## src/rtl/mbd_pkg.sv

```systemverilog
package mbd_pkg;
  localparam int ROM_BANK_W = 2;
  localparam int RAM_BANK_W = 2;
  localparam int CFG_W      = 1 + ROM_BANK_W + RAM_BANK_W;

  // Control-to-datapath strobes; packed so the bit layout is the register layout.
  typedef struct packed {
    logic [RAM_BANK_W-1:0] ramBank;   // bits 4:3
    logic [ROM_BANK_W-1:0] romBank;   // bits 2:1
    logic                  romOn;     // bit 0, low disables ROM
  } cfg_t;
endpackage

```

## src/rtl/mbd_cfg_ctrl.sv

```systemverilog
module mbd_cfg_ctrl
  import mbd_pkg::*;
(
  input  logic             clk,
  input  logic             rstN,
  input  logic             cfgWe,
  input  logic [CFG_W-1:0] cfgWdata,
  output logic [CFG_W-1:0] cfgRdata,
  output cfg_t             cfg
);
  cfg_t cfgQ;

  always_ff @(posedge clk or negedge rstN) begin
    if (!rstN)      cfgQ <= '1;
    else if (cfgWe) cfgQ <= cfg_t'(cfgWdata);
  end

  assign cfg      = cfgQ;
  assign cfgRdata = cfgQ;

  // a write is visible on the readback the next cycle
  a_r8_write_load: assert property (@(posedge clk) disable iff (!rstN)
    cfgWe |=> cfgRdata == $past(cfgWdata));
  // without a write, the register keeps its value
  a_r8_hold: assert property (@(posedge clk) disable iff (!rstN)
    !cfgWe |=> $stable(cfgRdata));
  // leaving reset, every bit is one
  a_r9_reset_ones: assert property (@(posedge clk) disable iff (!rstN)
    $rose(rstN) |-> cfgRdata == '1);
endmodule

```

## src/rtl/mbd_addr_path.sv

```systemverilog
module mbd_addr_path
  import mbd_pkg::*;
#(
  parameter int IO_PAGES = 4
) (
  input  logic                  clk,
  input  logic                  rstN,
  input  logic [15:8]           addrHi,
  input  logic                  cpuRnW,
  input  logic                  phi2,
  input  cfg_t                  cfg,
  output logic                  romCeN,
  output logic                  ramCeN,
  output logic                  ioCeN,
  output logic [IO_PAGES-1:0]   ioSelN,
  output logic [ROM_BANK_W-1:0] romHi,
  output logic [RAM_BANK_W-1:0] ramHi
);
  localparam int PAGE_BITS = (IO_PAGES > 1) ? $clog2(IO_PAGES) : 1;

  logic inIo, inRomWin, romPick, ramPick, ramGate;
  logic [PAGE_BITS-1:0] pageIdx;

  assign inIo     = (addrHi[15:11] == 5'b0) && addrHi[10];
  assign inRomWin = (addrHi[15:14] == 2'b11);
  assign romPick  = inRomWin && cfg.romOn && cpuRnW && !inIo;
  assign ramPick  = !inIo && !romPick;
  assign ramGate  = cpuRnW || phi2;
  assign pageIdx  = addrHi[8 +: PAGE_BITS];

  assign ioCeN  = !inIo;
  assign romCeN = !romPick;
  assign ramCeN = !(ramPick && ramGate);

  for (genvar k = 0; k < IO_PAGES; k++) begin : g_page
    assign ioSelN[k] = !(inIo && (pageIdx == PAGE_BITS'(k)));
  end

  assign romHi = inRomWin  ? cfg.romBank : '1;
  assign ramHi = addrHi[15] ? cfg.ramBank : '1;

  // the I/O window only ever sits in the low 2K
  a_r1_io_region: assert property (@(posedge clk) disable iff (!rstN)
    !ioCeN |-> addrHi[15:11] == 5'b0);
  // a page select only appears inside the window, one at a time
  a_r2_page_in_window: assert property (@(posedge clk) disable iff (!rstN)
    (ioSelN != '1) |-> (!ioCeN && $countones(~ioSelN) == 1));
  // ROM is never enabled on a write
  a_r3_rom_read_only: assert property (@(posedge clk) disable iff (!rstN)
    !romCeN |-> (cpuRnW && romHi == cfg.romBank));
  // at most one device enabled
  a_r4_one_enable: assert property (@(posedge clk) disable iff (!rstN)
    $onehot0({!romCeN, !ramCeN, !ioCeN}));
  // no RAM write strobe during the low phase
  a_r5_write_phase: assert property (@(posedge clk) disable iff (!rstN)
    (!cpuRnW && !phi2) |-> ramCeN);
  // RAM lower half is always the top bank value
  a_r7_low_half: assert property (@(posedge clk) disable iff (!rstN)
    !addrHi[15] |-> ramHi == '1);
endmodule

```

## src/rtl/mem_bank_decode.sv

```systemverilog
module mem_bank_decode
  import mbd_pkg::*;
#(
  parameter int IO_PAGES = 4
) (
  input  logic                  clk,
  input  logic                  rstN,
  input  logic [15:0]           cpuAddr,
  input  logic                  cpuRnW,
  input  logic                  phi2,
  input  logic                  cfgWe,
  input  logic [CFG_W-1:0]      cfgWdata,
  output logic [CFG_W-1:0]      cfgRdata,
  output logic                  romCeN,
  output logic                  ramCeN,
  output logic                  ioCeN,
  output logic [IO_PAGES-1:0]   ioSelN,
  output logic [ROM_BANK_W-1:0] romHi,
  output logic [RAM_BANK_W-1:0] ramHi
);
  cfg_t cfg;
  logic unusedAddrLow;
  assign unusedAddrLow = ^cpuAddr[7:0];

  mbd_cfg_ctrl u_ctrl (
    .clk      (clk),
    .rstN     (rstN),
    .cfgWe    (cfgWe),
    .cfgWdata (cfgWdata),
    .cfgRdata (cfgRdata),
    .cfg      (cfg)
  );

  mbd_addr_path #(.IO_PAGES(IO_PAGES)) u_path (
    .clk    (clk),
    .rstN   (rstN),
    .addrHi (cpuAddr[15:8]),
    .cpuRnW (cpuRnW),
    .phi2   (phi2),
    .cfg    (cfg),
    .romCeN (romCeN),
    .ramCeN (ramCeN),
    .ioCeN  (ioCeN),
    .ioSelN (ioSelN),
    .romHi  (romHi),
    .ramHi  (ramHi)
  );
endmodule

```

## config.mk

```make
export PLATFORM = sky130hd
export DESIGN_NAME = mem_bank_decode
export DESIGN_NICKNAME = d
export VERILOG_FILES = /design/src/rtl/mbd_pkg.sv /design/src/rtl/mbd_cfg_ctrl.sv /design/src/rtl/mbd_addr_path.sv /design/src/rtl/mem_bank_decode.sv
export SDC_FILE = /design/constraint.sdc
export NUM_CORES = 1
export LEC_CHECK = 0
export ABC_AREA = 0
export BUFFER_PORTS_ARGS = -buffer_cell sky130_fd_sc_hd__buf_2
export CAP_MARGIN = 20
export CORE_AREA = 2 2 39 41
export CTS_BUF_LIST = sky130_fd_sc_hd__clkbuf_8
export DETAILED_ROUTE_END_ITERATION = 12
export DIE_AREA = 0 0 41 43
export PLACE_DENSITY_LB_ADDON = 0.12
export SLEW_MARGIN = 25
export SYNTH_ARGS = -nofsm -noshare
export SYNTH_HDL_FRONTEND = slang
export SYNTH_SLANG_ARGS = --single-unit
export TNS_END_PERCENT = 100
```

## constraint.sdc

```tcl
create_clock -name clk -period 2.4 [get_ports clk]
set_input_delay 0.24 -clock clk [delete_from_list [all_inputs] [get_ports clk]]
set_output_delay 0.24 -clock clk [all_outputs]
set_load 0.005 [all_outputs]
```

==> impl_metrics.py <==
metrics = {
    "sta": {
        "min_period_ps": 1401,
        "maxSlewViolCount": 0,
        "rsz0062_at_grt": "false",
        "clock.fmax_mhz": 713.8,
        "worst_pin_slew_ps": 392.5,
        "slew_headroom_pct": 73.78,
        "finalClockSkew_ps": 0,
        "finalSetupViolations": 0,
        "hold_viol": 0,
        "setup_tns_ps": 0,
        "period_share_pct": 58.37,
    },
    "clock_network": {
        "holdBufCountCts": 0,
        "cts_tree": "yes",
        "post_cts_buffers": 0,
        "cts_resized": 0,
        "clk_path_buf_depth": 2,
        "cts-root-buf": "clkbuf_8",
        "cts_buffers": 3,
        "cts_sinks": 5,
        "htreeDepth": 1,
        "path_clk_slew_ps": 40,
        "worstSkewPairLatency_ps": 220,
    },
    "logic_synthesis": {
        "syn_avg_cell_area_sq_um": 11.69,
        "syn_area_sq_um": 304.0,
        "ys_seq_area_share_pct": 43.21,
        "yosysTopAreaCell": "dfstp_2",
        "synthDistinctLibCells": 14,
        "synth.area.top_cells": "dfstp_2, mux2_2, nor4_4",
        "syn_inst": 26,
        "syn_nets": 52,
        "synth-seq-cells": 5,
        "synth_top_cell_area_share_pct": 43.21,
        "yosysWarnings": 0,
    },
    "global_route": {
        "busiest_layer": "met2",
        "overflow": 0,
        "gr-usage-all-layers_pct": 11.08,
        "use_met1_pct": 13.96,
        "antenna_found_initial": 0,
        "grt_max_degree": 7,
        "use_met2_pct": 14.06,
        "first_global_vias": 295,
        "grt_pass1_wl_um": 1255,
        "met3_usage_pct": 8.377,
    },
    "route": {
        "post_drt_wl_per_cell_um": 10.81,
        "ant_nets": 0,
        "drc": 0,
        "wl_um": 854,
        "viasPerCell": 4.405,
        "drt_iter0_drc": 4,
        "first_pass_iters": 3,
        "vias": 348,
    },
    "outcome": {
        "status": "finished clean",
    },
    "placed_design": {
        "dpl_cell_area_sq_um": 489.2,
        "gp_congestion": 0.5514,
        "dp_hpwl_um": 706,
        "io_buffers": 33,
    },
    "finish": {
        "fin_area_sq_um": 534.3,
        "multi_input_area_sq_um": 168.9,
        "syn_to_final_growth_pct": 75.72,
        "largest_reg_flops": 5,
        "diodes": 0,
        "fill_cells": 153,
        "final_nets": 90,
        "drive_gt1_share_pct": 74.60,
        "seqCellArea_sq_um": 131.4,
        "fin_util_pct": 38.61,
    },
    "floorplanning": {
        "io_pins": 42,
        "die_w_um": 41,
        "rows": 14,
        "start_util_pct": 21.97,
        "core_sq_um": 1384,
        "die_h_um": 43,
        "dieArea_sq_um": 1763,
    },
    "worst_setup_path": {
        "cp-startpoint": "u_ctrl.cfg[0]$_DFFE_PN1P_",
        "crit_fanout": 3,
        "cp.arrival_ps": 1160,
        "cp-end-kind": "output port",
        "required_ps": 2160,
        "start_kind": "flop",
        "crit_type": "reg2out",
        "r2r-start": "u_ctrl.cfg[2]$_DFFE_PN1P_",
    },
    "hold_path": {
        "hold_class": "in2async",
    },
    "pwr": {
        "leakagePower_nw": 0.2462,
        "peakVddDrop_mv": 0.3220,
        "powerDensity_nw_per_um2": 590.4,
    },
    "job": {
        "cap_viol_max_count": 0,
    },
}
## cells by family after synthesis
family	after synthesis	share of synthesized area [%]
mux	5	18.52
buf+inv	1	1.233
flops	5	43.21
compound gates	1	2.881
simple gates	14	34.16
## final timing paths
kind | end | slack [ps] | cells after the start
worst max-delay path | ramCeN | 1000 | 3
worst min-delay path | u_ctrl.cfg[0]$_DFFE_PN1P_ | 10 | 1
worst max register to register | u_ctrl.cfg[2]$_DFFE_PN1P_ | 1660 | 1
worst min register to register | u_ctrl.cfg[3]$_DFFE_PN1P_ | 620 | 1
max in group asynchronous | u_ctrl.cfg[1]$_DFFE_PN1P_ | 2370 | 1
min in group clk | u_ctrl.cfg[1]$_DFFE_PN1P_ | 250 | 2
## Yosys cell counts
cell type	instances
a211o_1	1
and4_1	1
dfstp_2	5
inv_1	1
mux2_2	5
nand2_1	1
nand2b_1	2
nand3_1	1
nand3b_1	2
nand4_1	1
nand4b_1	2
nor2_1	2
nor2b_1	1
nor4_4	1
## report_power, final
| group | internal, mW | switching (mW) | total, mW |
|---|---|---|---|
| sequential | 0.0997 | 0.00563 | 0.105 |
| combinational | 0.0332 | 0.0241 | 0.0573 |
| clock | 0.110 | 0.0430 | 0.153 |
| total | 0.243 | 0.0727 | 0.315 |
## per-layer routing
metal,share of wire (%),wire length (um)
met1,43,369
met2,44,372
met3,13,112
met4,0,0
met5,0,0
## final cells by class
class / instances / share of cell area, %
clock inverter: 1 / 0.7026
tap: 16 / 3.747
sequential: 5 / 24.59
clock buffer: 3 / 7.728
timing repair buffer: 33 / 30.91
inverter: 1 / 0.7026
multi-input combinational: 20 / 31.62
## metrics by stage
stage          power, mW  cells  setup WS, ps  hold slack, ps
6_report          0.3154     79         999.1           11.57
5_1_grt           0.3325     79         956.1           22.46
4_1_cts           0.3236     79         984.0           13.91
3_5_place_dp      0.1648     75          1132           253.0
3_3_place_gp      0.1639     75          1135           252.7
2_1_floorplan     0.1265     26          1336           92.16
## cell usage in the layout, fill, tap and decap left out, types with 2 or more instances in the layout
cell type | Yosys | layout
nand2b_1 | 2 | 2
buf_2 | 0 | 33
clkbuf_8 | 0 | 3
nand4b_1 | 2 | 2
inv_1 | 1 | 2
mux2_2 | 5 | 5
nand3b_1 | 2 | 2
nor2_1 | 2 | 2
dfstp_2 | 5 | 5
## critical path, stage by stage (launching register included)
cell,delay [ps]
dfstp_2,520
and4_1,210
a211o_1,100
buf_2,110
Note: power is estimated with default switching activity, not from simulation.
